===== config.mk =====
export PLATFORM = sky130hd
export DESIGN_NAME = adc_flag_ctrl
export DESIGN_NICKNAME = d
export VERILOG_FILES = /design/src/rtl/adc_flag_pkg.sv /design/src/rtl/adc_flag_cell.sv /design/src/rtl/adc_inj_slot_trk.sv /design/src/rtl/adc_irq_reg.sv /design/src/rtl/adc_flag_ctrl.sv
export SDC_FILE = /design/constraint.sdc
export NUM_CORES = 1
export LEC_CHECK = 0
export ABC_CLOCK_PERIOD_IN_PS = 2000
export BUFFER_PORTS_ARGS = -buffer_cell sky130_fd_sc_hd__buf_2
export CORE_AREA = 4 4 41 43
export DETAILED_ROUTE_END_ITERATION = 10
export DIE_AREA = 0 0 45 47
export GPL_TIMING_DRIVEN = 0
export PLACE_DENSITY = 0.64
export RECOVER_POWER = 100
export SLEW_MARGIN = 20
export SYNTH_ARGS = -nofsm -noshare
export SYNTH_HDL_FRONTEND = slang
export SYNTH_SLANG_ARGS = --single-unit

===== constraint.sdc =====
create_clock -name clk -period 2 [get_ports clk]
set_clock_uncertainty 0.2 [all_clocks]
set_input_delay 0.2 -clock clk [delete_from_list [all_inputs] [get_ports clk]]
set_output_delay 0.2 -clock clk [all_outputs]
set_load 0.05 [all_outputs]

===== src/rtl/adc_flag_pkg.sv =====
package adc_flag_pkg;
  localparam int NUM_FLAGS = 5;
  localparam int FLG_SMP  = 0;
  localparam int FLG_EOC  = 1;
  localparam int FLG_EOS  = 2;
  localparam int FLG_JEOC = 3;
  localparam int FLG_JEOS = 4;
endpackage


===== src/rtl/adc_flag_cell.sv =====
module adc_flag_cell (
  input  logic clk,
  input  logic rst,
  input  logic set_i,
  input  logic clr_i,
  output logic nxt_o,
  output logic q_o
);
  // set has priority over clear so no event is dropped
  always_comb nxt_o = set_i | (q_o & ~clr_i);

  always_ff @(posedge clk) begin
    if (rst) q_o <= 1'b0;
    else     q_o <= nxt_o;
  end
endmodule


===== src/rtl/adc_inj_slot_trk.sv =====
module adc_inj_slot_trk #(
  parameter int SLOT_W = 2
) (
  input  logic              clk,
  input  logic              rst,
  input  logic              wr_i,
  input  logic [SLOT_W-1:0] wr_slot_i,
  input  logic              rd_i,
  input  logic [SLOT_W-1:0] rd_slot_i,
  output logic              rd_hit_o
);
  logic [SLOT_W-1:0] last_slot_q;

  always_ff @(posedge clk) begin
    if (rst)       last_slot_q <= '0;
    else if (wr_i) last_slot_q <= wr_slot_i;
  end

  always_comb rd_hit_o = rd_i && (rd_slot_i == last_slot_q);
endmodule


===== src/rtl/adc_irq_reg.sv =====
module adc_irq_reg #(
  parameter int N = 5
) (
  input  logic         clk,
  input  logic         rst,
  input  logic [N-1:0] flags_nxt_i,
  input  logic [N-1:0] en_i,
  output logic         irq_o
);
  always_ff @(posedge clk) begin
    if (rst) irq_o <= 1'b0;
    else     irq_o <= |(flags_nxt_i & en_i);
  end
endmodule


===== src/rtl/adc_flag_ctrl.sv =====
module adc_flag_ctrl
  import adc_flag_pkg::*;
#(
  parameter int NUM_JSLOTS = 4,
  parameter int SLOT_W     = $clog2(NUM_JSLOTS),
  parameter int NF         = NUM_FLAGS
) (
  input  logic              clk,
  input  logic              rst,
  input  logic              ev_smp_done,
  input  logic              ev_reg_data,
  input  logic              ev_reg_last,
  input  logic              ev_inj_data,
  input  logic [SLOT_W-1:0] ev_inj_slot,
  input  logic              ev_inj_last,
  input  logic              w1c_valid,
  input  logic [NF-1:0]     w1c_mask,
  input  logic              rd_reg_data,
  input  logic              rd_inj_data,
  input  logic [SLOT_W-1:0] rd_inj_slot,
  input  logic [NF-1:0]     irq_en,
  output logic [NF-1:0]     flags_o,
  output logic              irq_o
);
  logic [NF-1:0] set_v, clr_v, nxt_v, wr_clr;
  logic          jrd_hit;

  adc_inj_slot_trk #(.SLOT_W(SLOT_W)) trk_i (
    .clk(clk), .rst(rst),
    .wr_i(ev_inj_data), .wr_slot_i(ev_inj_slot),
    .rd_i(rd_inj_data), .rd_slot_i(rd_inj_slot),
    .rd_hit_o(jrd_hit)
  );

  always_comb begin
    wr_clr = w1c_valid ? w1c_mask : '0;
    set_v  = '0;
    set_v[FLG_SMP]  = ev_smp_done;
    set_v[FLG_EOC]  = ev_reg_data;
    set_v[FLG_EOS]  = ev_reg_data & ev_reg_last;
    set_v[FLG_JEOC] = ev_inj_data;
    set_v[FLG_JEOS] = ev_inj_data & ev_inj_last;
    clr_v = wr_clr;
    clr_v[FLG_EOC]  = wr_clr[FLG_EOC]  | rd_reg_data;
    clr_v[FLG_JEOC] = wr_clr[FLG_JEOC] | jrd_hit;
  end

  for (genvar g = 0; g < NF; g++) begin : g_cell
    adc_flag_cell cell_i (
      .clk(clk), .rst(rst),
      .set_i(set_v[g]), .clr_i(clr_v[g]),
      .nxt_o(nxt_v[g]), .q_o(flags_o[g])
    );
  end

  adc_irq_reg #(.N(NF)) irq_i (
    .clk(clk), .rst(rst),
    .flags_nxt_i(nxt_v), .en_i(irq_en),
    .irq_o(irq_o)
  );
endmodule


[Yosys cells after proc, flatten, opt, wreduce, memory -nomap -nowiden]
Cells that the tools add are included.
Cells by class
  equality and inequality tests: 1
  muxes and demuxes: 1
  bitwise gates (word level): 20
  reductions and logical operators: 2
Operators with widths (number)
  1-bit bitwise AND: 7
  1-bit bitwise OR: 7
  5-bit bitwise AND: 1
  5-bit two-way mux: 1
  1-bit inverter: 5
  5-bit OR reduction: 1
  2-bit equality test: 1
  1-bit logical AND: 1
Word-level totals
  register bits after elaboration: 8
  bits of input ports: 24
  logic and storage cells: 31

[Logic depth before layout (Yosys ltp)]
Gate-level depths: netlist (run 1).
  depth in word-level cells: 8
  mapped depth: 4
  depth with buffers taken out: 4

[Hierarchy]
A second synthesis (run 1) with hierarchy kept.
Second synthesis, totals
  cell total of the unflattened synthesis: 45
  area total of the unflattened synthesis: 430.4 um2
By module, submodules not included
  adc_flag_cell: times used 5, cells each 5, area an instance 50.0 um2, seq. area each 20.0 um2
  adc_inj_slot_trk: times used 1, cells each 9, area an instance 91.3 um2, seq. area each 40.0 um2
  adc_flag_ctrl: times used 1, cells each 7, area an instance 46.3 um2, seq. area each 0.0 um2
  adc_irq_reg: times used 1, cells each 4, area an instance 42.5 um2, seq. area each 20.0 um2

[Least setup slack after synthesis (run 1)]
Ideal clock, no wire load.
  kind: register to register
  start: register trk_i.last_slot_q[1]
  end: register irq_i.irq_o
  arrival time: 1151 ps
  data required time: 1676 ps
  path slack: 524 ps
  cell stages (with the launch flop): 5
  buffers on the path: 0
  clock period less this slack: 1476 ps
  path through: dfxtp_1 xor2_1 nor4b_2 nor3_1 a2111o_1
Between the ends
  cells in the longest elaborated chain, start to end: 8
Ends and longest elaborated chain
  start: declaration: RTL line adc_inj_slot_trk.sv:12  | logic [SLOT_W-1:0] last_slot_q;
  start signal: assignment: RTL line adc_inj_slot_trk.sv:16  | else if (wr_i) last_slot_q <= wr_slot_i;
  2-bit equality test: RTL line adc_inj_slot_trk.sv:19  | always_comb rd_hit_o = rd_i && (rd_slot_i == last_slot_q);
  1-bit logical AND: RTL line adc_inj_slot_trk.sv:19
  1-bit bitwise OR: RTL line adc_flag_ctrl.sv:45  | clr_v[FLG_JEOC] = wr_clr[FLG_JEOC] | jrd_hit;
  1-bit inverter: RTL line adc_flag_cell.sv:10  | always_comb nxt_o = set_i | (q_o & ~clr_i);
  1-bit bitwise AND: RTL line adc_flag_cell.sv:10
  1-bit bitwise OR: RTL line adc_flag_cell.sv:10
  5-bit bitwise AND: RTL line adc_irq_reg.sv:12  | else irq_o <= |(flags_nxt_i & en_i);
  5-bit OR reduction: RTL line adc_irq_reg.sv:12
  end signal: assignment: RTL line adc_irq_reg.sv:12
  end: declaration: RTL line adc_irq_reg.sv:8  | output logic irq_o
Every way passes these cells.
A chain may end at the register's enable or synchronous reset.

[Worst setup path after layout (run 1)]
  start: input ev_reg_data
  end: register irq_i.irq_o
Between the ends
  cells in the longest elaborated chain, start to end: 4
Ends and longest elaborated chain
  start: declaration: RTL line adc_flag_ctrl.sv:11  | input logic ev_reg_data,
  1-bit bitwise AND: RTL line adc_flag_ctrl.sv:40  | set_v[FLG_EOS] = ev_reg_data & ev_reg_last;
  1-bit bitwise OR: RTL line adc_flag_cell.sv:10
  5-bit bitwise AND *: RTL line adc_irq_reg.sv:12
  5-bit OR reduction *: RTL line adc_irq_reg.sv:12
Mark *: on every way between the ends. The rest lies on a longest branch, timed or not.

==> flow_metrics.py, run 1 <==
metrics = {
    "timing": {
        "setup_tns_ns": 0,
        "slew_headroom_pct": 60.2,
        "fin_crit_ns": 1.67,
        "finalCritPeriodShare_pct": 83.4,
        "setup_violations": 0,
        "maxSlewViolCount": 0,
        "worst_pin_slew_ns": 0.599,
        "grt_setup_unrepaired": "no",
        "fmax_ghz": 0.599,
        "fin_ws_ns": 0.332,
        "finalHoldViolations": 0,
    },
    "worst_setup_path": {
        "required_ns": 1.93,
        "critPathLaunch": "ev_reg_data",
        "cp-endpoint": "irq_i.irq_o",
        "r2r_end": "irq_i.irq_o",
        "cp_max_fo": 2,
        "cp.arrival_ns": 1.60,
        "ff2ff_path_depth": 4,
        "crit_type": "input pin to flip-flop",
        "startpoint_type": "input pin",
        "endpoint_kind": "flip-flop",
        "reg2reg_slack_ns": 0.42,
        "r2r-start": "trk_i.last_slot_q[1]",
    },
    "die": {
        "io_pins": 30,
        "rows": 13,
        "fp.dieW_um": 45,
        "start_util_pct": 29.2,
        "die_h_um": 47,
        "core_area_um2": 1300,
        "die-area_um2": 2120,
    },
    "place": {
        "dpl-instance-area_um2": 539,
        "gp_congestion": 0.673,
        "port_buffers": 28,
        "hpwl_um": 732,
        "dpl.cell_count": 84,
        "place_ws_ns": 0.477,
    },
    "detailed_routing": {
        "wl_met1_um": 354,
        "drt-total-wl_um": 915,
        "final_antenna_net_count": 0,
        "wl_met3_um": 116,
        "wl_per_cell_um": 9.95,
        "first_pass_iters": 2,
        "wl_met2_um": 433,
        "highest_layer": "met4",
        "vias": 399,
        "drt_iter0_drc": 1,
        "drcViolationCount": 0,
        "routed_via_density": 4.34,
    },
    "synth": {
        "ys_seq_area_share_pct": 42.1,
        "synth_cell_types": 17,
        "yosys_register_bits": 8,
        "yosys_warnings": 0,
        "synth_area_um2": 380,
        "synth.avg_cell_area_um2": 9.28,
        "synth_nets": 65,
        "synthCells": 41,
    },
    "cts": {
        "post_cts_buffers": 0,
        "clk_pin_slew_ns": 0.05,
        "h-tree-depth": 1,
        "cts_buffer_depth": 2,
        "cts_sinks": 8,
        "numCtsBuffers": 3,
        "root_buffer": "clkbuf_4",
        "cts_tree": "built",
        "clk_latency_ns": 0.25,
    },
    "status": {
        "status": "finished, final reports clean",
    },
    "global_route": {
        "antenna_found_initial": 0,
        "grt_max_degree": 10,
        "grt_usage_pct": 10.4,
        "overflow": 0,
        "grt_pass1_vias": 404,
        "grt_pass1_wl_um": 1550,
    },
    "power": {
        "power_density_nw_per_um2": 678,
        "p_seq_share_pct": 43.8,
        "combPwrFrac_pct": 27.0,
        "leakage_uw": 0.000300,
        "pwr-share-clk_pct": 29.3,
        "p_sw_share_pct": 28.8,
        "intPower_uw": 288,
        "switching_power_uw": 116,
        "ir_drop_uv": 421,
    },
    "cells_and_area": {
        "drive_above_1_share_pct": 41.6,
        "area_delta_synth_final_pct": 56.9,
        "fin_util_pct": 45.9,
        "final_area_um2": 597,
        "antennaDiodeCount": 0,
        "fin_cells": 92,
        "nNetsFinal": 103,
    },
    "run": {
        "drv_cap": 0,
    },
    "min_path": {
        "hold_path_class": "input pin to flip-flop",
    },
}
==> flip-flops by register name, summed over array words and instances (netlist names) <==
name,count
trk_i.last_slot_q,2
g_cell.cell_i.q_o,5
irq_i.irq_o,1
==> timing repair <==
action / CTS / global route
gates resized for setup: 0 / 0
endpoints found under the setup margin: 0 / 0
hold buffers: 5 / 0
hold endpoints to repair: 5 / 0
==> how the worst min path moves through the flow <==
stage	from	to	cells after the start
2_1_floorplan	irq_en[3]	irq_i.irq_o	1
3_3_place_gp	irq_en[3]	irq_i.irq_o	2
3_5_place_dp	irq_en[3]	irq_i.irq_o	2
4_1_cts	ev_reg_last	g_cell[2].cell_i.q_o	3
5_1_grt	ev_reg_last	g_cell[2].cell_i.q_o	3
6_report	ev_reg_last	g_cell[2].cell_i.q_o	3
==> routing by layer <==
metal  GRT usage [%]  up-vias
li1                -      208
met1            11.0      171
met2            16.9       18
met3            5.36        2
met4            5.26        0
met5               0        -
==> through the flow <==
step                power, µW  hold slack [ns]
floorplan                 250            0.125
global placement          287            0.219
detailed placement        287            0.214
CTS                       415           0.0192
global route              433           0.0354
finish                    405           0.0218
==> cells in the mapped netlist <==
| cell type | number | area share (%) |
|---|---|---|
| nor3_1 | 1 | 1.3 |
| nor3b_1 | 2 | 3.9 |
| xor2_1 | 2 | 4.6 |
| a21bo_1 | 1 | 2.6 |
| a22o_2 | 1 | 2.6 |
| a2111o_1 | 1 | 3.0 |
| clkbuf_2 | 1 | 1.3 |
| nor2_1 | 4 | 3.9 |
| buf_4 | 5 | 9.9 |
| nand2_1 | 5 | 4.9 |
| a21bo_2 | 1 | 2.6 |
| a31oi_1 | 1 | 1.6 |
| dfxtp_1 | 8 | 42 |
| a21oi_1 | 4 | 5.3 |
| mux2i_1 | 2 | 5.3 |
| nor4b_2 | 1 | 3.9 |
| inv_1 | 1 | 0.99 |
==> placed cells by master (no fill, tap or decap) <==
cell type	synthesis	routed
a22o_2	1	1
nand2_1	5	5
dfxtp_1	8	8
mux2i_1	2	2
xor2_1	2	2
nor3b_1	2	2
inv_1	1	1
clkbuf_1	0	7
nor2_1	4	4
a21bo_1	1	1
buf_2	0	21
a21oi_1	4	4
a21bo_2	1	1
clkbuf_4	0	3
a31oi_1	1	1
dlygate4sd3_1	0	5
buf_4	5	5
nor4b_1	0	1
nor3_1	1	1
a2111o_1	1	1
clkbuf_2	1	1
==> kinds of logic (layout without fill, tap and decap cells) <==
| group | Yosys count | after routing | share of synthesized area (%) |
|---|---|---|---|
| flops | 8 | 8 | 42.1 |
| simple gates | 13 | 13 | 18.1 |
| mux | 2 | 2 | 5.26 |
| xor+xnor | 2 | 2 | 4.61 |
| compound gates | 9 | 9 | 17.8 |
| buf+inv | 7 | 43 | 12.2 |
==> power groups by stage <==
stage,combinational [µW],sequential [µW],clock [µW]
3_5_place_dp,107,180,0
2_1_floorplan,61.2,189,0
6_report,109,177,118
4_1_cts,115,177,124
5_1_grt,120,179,134
3_3_place_gp,106,180,0
==> area by class of cell <==
| cell class | count | area [µm²] |
|---|---|---|
| Clock buffer | 3 | 22.5 |
| Buffer | 6 | 42.5 |
| Timing Repair Buffer | 33 | 181 |
| Tap cell | 15 | 18.8 |
| Inverter | 1 | 3.75 |
| Fill cell | 138 | 704 |
| Multi-Input combinational cell | 26 | 168 |
| Sequential cell | 8 | 160 |
==> worst max-delay path, stage by stage <==
cell	delay [ns]
dlygate4sd3_1	0.53
clkbuf_1	0.10
nand2_1	0.06
a21oi_1	0.07
a22o_2	0.26
a2111o_1	0.37
No activity file was read; power rests on OpenSTA's default activity.
==> inputs of run 2 (changes only) <==
--- a/config.mk
+++ b/config.mk
@@ -5,7 +5,7 @@
 export SDC_FILE = /design/constraint.sdc
 export NUM_CORES = 1
 export LEC_CHECK = 0
-export ABC_CLOCK_PERIOD_IN_PS = 2000
+export ABC_CLOCK_PERIOD_IN_PS = 1600
 export BUFFER_PORTS_ARGS = -buffer_cell sky130_fd_sc_hd__buf_2
 export CORE_AREA = 4 4 41 43
 export DETAILED_ROUTE_END_ITERATION = 10
==> constraint.sdc (replaced) <==
create_clock -name clk -period 1.6 [get_ports clk]
set_clock_uncertainty 0.2 [all_clocks]
set_input_delay 0.16 -clock clk [delete_from_list [all_inputs] [get_ports clk]]
set_output_delay 0.16 -clock clk [all_outputs]
set_load 0.05 [all_outputs]
==> flow_metrics.py, run 2 (same netlist as run 1, synthesis figures left out) <==
metrics = {
    "status": {
        "status": "finished, final reports clean",
    },
    "global_route": {
        "grt_usage_pct": 10.9,
        "antenna_found_initial": 0,
        "grt_pass1_wl_um": 1630,
        "grt_max_degree": 10,
        "grt_pass1_vias": 422,
        "overflow": 0,
    },
    "worst_setup_path": {
        "crit_slowest_cell": "dlygate4sd3_1",
        "required_ns": 1.53,
        "cp_max_fo": 2,
        "crit_chain": "dlygate4sd3_1, buf_2, nand2_2, a21oi_2, a22o_2, a2111o_1",
        "endpoint_kind": "flip-flop",
        "slowest_delay_ns": 0.53,
        "cp.arrival_ns": 1.50,
        "reg2reg_slack_ns": 0.09,
        "crit_type": "input pin to flip-flop",
        "startpoint_type": "input pin",
    },
    "detailed_routing": {
        "first_pass_iters": 4,
        "wl_per_cell_um": 10.1,
        "routed_via_density": 4.44,
        "vias": 417,
        "drt-total-wl_um": 954,
        "final_antenna_net_count": 0,
        "drt_iter0_drc": 1,
        "drcViolationCount": 0,
    },
    "power": {
        "ir_drop_uv": 533,
        "power_density_nw_per_um2": 806,
        "leakage_uw": 0.000332,
    },
    "cts": {
        "root_buffer": "clkbuf_4",
        "clk_latency_ns": 0.25,
        "post_cts_buffers": 0,
        "cts_buffer_depth": 2,
        "numCtsBuffers": 3,
        "cts_tree": "built",
        "clk_pin_slew_ns": 0.05,
        "h-tree-depth": 1,
        "cts_sinks": 8,
    },
    "cells_and_area": {
        "final_area_um2": 647,
        "fin_util_pct": 49.7,
        "final_cell_mix": "buf_2 (22), dfxtp_1 (7), dlygate4sd3_1 (7)",
        "drive_above_1_share_pct": 55.7,
        "fin_cells": 94,
        "antennaDiodeCount": 0,
        "final_common_cell": "buf_2",
        "area_delta_synth_final_pct": 70.1,
        "top_regs": "g_cell.cell_i.q_o x5, trk_i.last_slot_q x2, irq_i.irq_o x1",
        "regMostFlops": "g_cell.cell_i.q_o",
        "nNetsFinal": 105,
        "largest_register_ffs": 5,
    },
    "timing": {
        "setup_violations": 0,
        "maxSlewViolCount": 0,
        "slew_headroom_pct": 60.8,
        "finalHoldViolations": 0,
        "grt_setup_unrepaired": "yes",
        "worst_pin_slew_ns": 0.590,
        "hold_ws_ns": 0.0104,
        "fin_crit_ns": 1.57,
        "fmax_ghz": 0.637,
        "finalCritPeriodShare_pct": 98.1,
    },
    "die": {
        "die_h_um": 47,
        "die-area_um2": 2120,
        "fp.dieW_um": 45,
        "rows": 13,
        "core_area_um2": 1300,
        "start_util_pct": 29.2,
        "io_pins": 30,
    },
    "place": {
        "gp_congestion": 0.673,
        "port_buffers": 28,
        "dpl-instance-area_um2": 539,
        "hpwl_um": 732,
        "dpl.cell_count": 84,
    },
    "run": {
        "drv_cap": 0,
    },
    "min_path": {
        "hold_path_class": "input pin to flip-flop",
    },
}
==> run 2: changes by cell type in the layout (fill, tap and decap cells not counted), moves of 2 or more <==
| cell | change |
|---|---|
| a21oi_2 | +2 |
| clkbuf_2 | +5 |
| clkbuf_1 | -6 |
| dlygate4sd3_1 | +2 |
| a21oi_1 | -2 |
==> run 2: area by class of cell <==
cell class / instances / area (µm²)
Fill cell: 134 / 654
Timing Repair Buffer: 35 / 209
Multi-Input combinational cell: 26 / 189
Sequential cell: 8 / 161
Buffer: 6 / 42.5
Clock buffer: 3 / 22.5
Tap cell: 15 / 18.8
Inverter: 1 / 3.75
==> run 2: worst paths after layout <==
check	endpoint	cells past startpoint	from
max reg2reg	irq_i.irq_o	4	trk_i.last_slot_q[1]
min	g_cell[4].cell_i.q_o	3	w1c_mask[4]
max	irq_i.irq_o	6	ev_inj_last
min reg2reg	trk_i.last_slot_q[1]	2	trk_i.last_slot_q[1]
==> run 2: stage by stage <==
step	TNS, ns	worst slack, ns	total power (µW)
finish	0	0.0297	521
global route	-0.0166	-0.0166	555
detailed placement	0	0.0771	359
global placement	0	0.0764	358
CTS	0	0.0204	524
floorplan	0	0.124	313
==> run 2: worst max-delay path: cells and delay by family <==
kind,cells,cell delay (ns)
compound gates,3,0.63
buf+inv,2,0.65
simple gates,1,0.06
==> run 2: power breakdown <==
part	internal (µW)	switching [µW]
sequential	215	6.65
combinational	68.9	80.8
clock	85.6	64.6
==> run 2: metal layers <==
layer  up-vias  wire (µm)  share of wire [%]  global-route usage [%]
met3         2        113                 12                    5.36
met1       183        374                 39                    11.5
li1        212          -                  -                       -
met5         -          0                  0                       0
met4         0          6               0.63                    5.26
met2        20        460                 48                    18.1
==> run 2: timing repair <==
item                       CTS  global route
setup endpoints to repair    0             2
hold buffers                 7             0
gates resized for setup      0             5
hold endpoints to repair     7             0
==> inputs of run 3 (changes only) <==
--- a/config.mk
+++ b/config.mk
@@ -7,11 +7,15 @@
 export LEC_CHECK = 0
 export ABC_CLOCK_PERIOD_IN_PS = 1600
 export BUFFER_PORTS_ARGS = -buffer_cell sky130_fd_sc_hd__buf_2
-export CORE_AREA = 4 4 41 43
+export CELL_PAD_IN_SITES_DETAIL_PLACEMENT = 1
+export CELL_PAD_IN_SITES_GLOBAL_PLACEMENT = 2
+export CORE_ASPECT_RATIO = 1.5
+export CORE_MARGIN = 4
+export CORE_UTILIZATION = 18
+export CTS_BUF_LIST = sky130_fd_sc_hd__clkbuf_16
 export DETAILED_ROUTE_END_ITERATION = 10
-export DIE_AREA = 0 0 45 47
 export GPL_TIMING_DRIVEN = 0
-export PLACE_DENSITY = 0.64
+export PLACE_DENSITY = 0.75
 export RECOVER_POWER = 100
 export SLEW_MARGIN = 20
 export SYNTH_ARGS = -nofsm -noshare
==> flow_metrics.py, run 3 (same netlist as run 1, synthesis figures left out) <==
metrics = {
    "status": {
        "status": "finished, final reports clean",
    },
    "cells_and_area": {
        "drive_above_1_share_pct": 48.1,
        "final_common_cell": "buf_2",
        "largest_register_ffs": 5,
        "nNetsFinal": 103,
        "final_cell_mix": "buf_2 (22), dfxtp_1 (8), nand2_1 (5), buf_4 (5), dlygate4sd3_1 (5)",
        "regMostFlops": "g_cell.cell_i.q_o",
        "top_regs": "g_cell.cell_i.q_o x5, trk_i.last_slot_q x2, irq_i.irq_o x1",
        "area_delta_synth_final_pct": 77.0,
        "antennaDiodeCount": 0,
    },
    "die": {
        "core_area_um2": 2030,
        "io_pins": 30,
        "die_h_um": 64.3,
        "start_util_pct": 18.8,
        "fp.dieW_um": 45.5,
        "die-area_um2": 2930,
        "rows": 20,
    },
    "timing": {
        "finalCritPeriodShare_pct": 95.1,
        "setup_tns_ns": 0,
        "maxSlewViolCount": 0,
        "fin_crit_ns": 1.52,
        "grt_setup_unrepaired": "no",
        "finalHoldViolations": 0,
        "setup_violations": 0,
        "fmax_ghz": 0.657,
        "slew_headroom_pct": 60.8,
        "worst_pin_slew_ns": 0.591,
    },
    "place": {
        "port_buffers": 28,
        "gp_congestion": 0.643,
        "hpwl_um": 881,
    },
    "power": {
        "p_seq_share_pct": 28.4,
        "combPwrFrac_pct": 18.1,
        "ir_drop_uv": 751,
        "leakage_uw": 0.000334,
        "p_sw_share_pct": 23.4,
        "power.total_uw": 784,
        "switching_power_uw": 184,
        "intPower_uw": 601,
        "power_density_nw_per_um2": 1170,
        "pwr-share-clk_pct": 53.6,
    },
    "run": {
        "drv_cap": 0,
    },
    "cts": {
        "cts_sinks": 8,
        "h-tree-depth": 1,
        "clk_latency_ns": 0.23,
        "clk_pin_slew_ns": 0.04,
        "root_buffer": "clkbuf_16",
        "cts_buffer_depth": 2,
        "numCtsBuffers": 3,
        "cts_tree": "built",
    },
    "worst_setup_path": {
        "cp_max_fo": 2,
        "required_ns": 1.51,
        "crit_type": "flip-flop to flip-flop",
        "startpoint_type": "flip-flop",
        "ff2ff_path_depth": 4,
        "endpoint_kind": "flip-flop",
        "cp.arrival_ns": 1.43,
    },
    "detailed_routing": {
        "wl_per_cell_um": 11.1,
        "final_antenna_net_count": 0,
        "drt_iter0_drc": 0,
        "first_pass_iters": 1,
        "routed_via_density": 4.14,
        "drcViolationCount": 0,
        "vias": 410,
        "drt-total-wl_um": 1100,
    },
    "global_route": {
        "overflow": 0,
        "grt_max_degree": 10,
        "grt_pass1_wl_um": 1730,
        "grt_pass1_vias": 407,
        "grt_usage_pct": 8.28,
        "antenna_found_initial": 0,
    },
    "min_path": {
        "hold_path_class": "input pin to flip-flop",
        "whs_path_depth": 3,
    },
}
run 3: worst max-delay path, stage by stage (launching register included):
cell and delay (ns):
dfxtp_1 0.31, xor2_1 0.16, nor4b_2 0.30, nor3_2 0.07, a2111o_1 0.36
run 3: power by group through the flow:
stage	clock, µW	sequential (µW)	combinational, µW
after floorplan	0	236	76.5
after global placement	0	225	134
after detailed placement	0	226	135
after CTS	432	223	145
after global routing	442	224	155
final	420	222	142
run 3: final timing paths:
check	start	end	slack, ns
hold reg to reg	g_cell[0].cell_i.q_o	g_cell[0].cell_i.q_o	0.30
hold / removal	ev_inj_last	g_cell[4].cell_i.q_o	0.004
setup reg to reg	trk_i.last_slot_q[1]	irq_i.irq_o	0.08
setup / recovery	trk_i.last_slot_q[1]	irq_i.irq_o	0.08
run 3: layer usage:
metal / up-vias / global-route usage [%] / wire [µm]
met4: 0 / 4.40 / 21
li1: 209 / - / -
met1: 176 / 8.14 / 428
met2: 21 / 13.6 / 533
met3: 4 / 3.94 / 113
met5: - / 0 / 0
run 3: cell type report:
type / instances / area, µm²
Inverter: 1 / 3.75
Tap cell: 22 / 27.5
Buffer: 6 / 42.5
Fill cell: 255 / 1350
Clock buffer: 3 / 75.1
Sequential cell: 8 / 160
Multi-Input combinational cell: 26 / 179
Timing Repair Buffer: 33 / 185
run 3: repair_timing:
action	4_1_cts	5_1_grt
endpoints found under the hold margin	5	0
setup buffers	0	0
hold buffers	5	0
resized for setup	0	1
endpoints found under the setup margin	0	1
run 3: through the flow:
| stage | utilization [%] | cell area (µm²) | setup WS [ns] | hold WS [ns] | std cells |
|---|---|---|---|---|---|
| floorplan | - | 380 | 0.124 | 0.0853 | 41 |
| global placement | 27.0 | 548 | 0.0690 | 0.186 | 91 |
| detailed placement | 27.0 | 548 | 0.0679 | 0.175 | 91 |
| CTS | 33.2 | 673 | 0.0489 | 0.00794 | 99 |
| global route | 33.2 | 673 | 0.00401 | 0.0217 | 99 |
| finish | 33.2 | 673 | 0.0780 | 0.00424 | 99 |
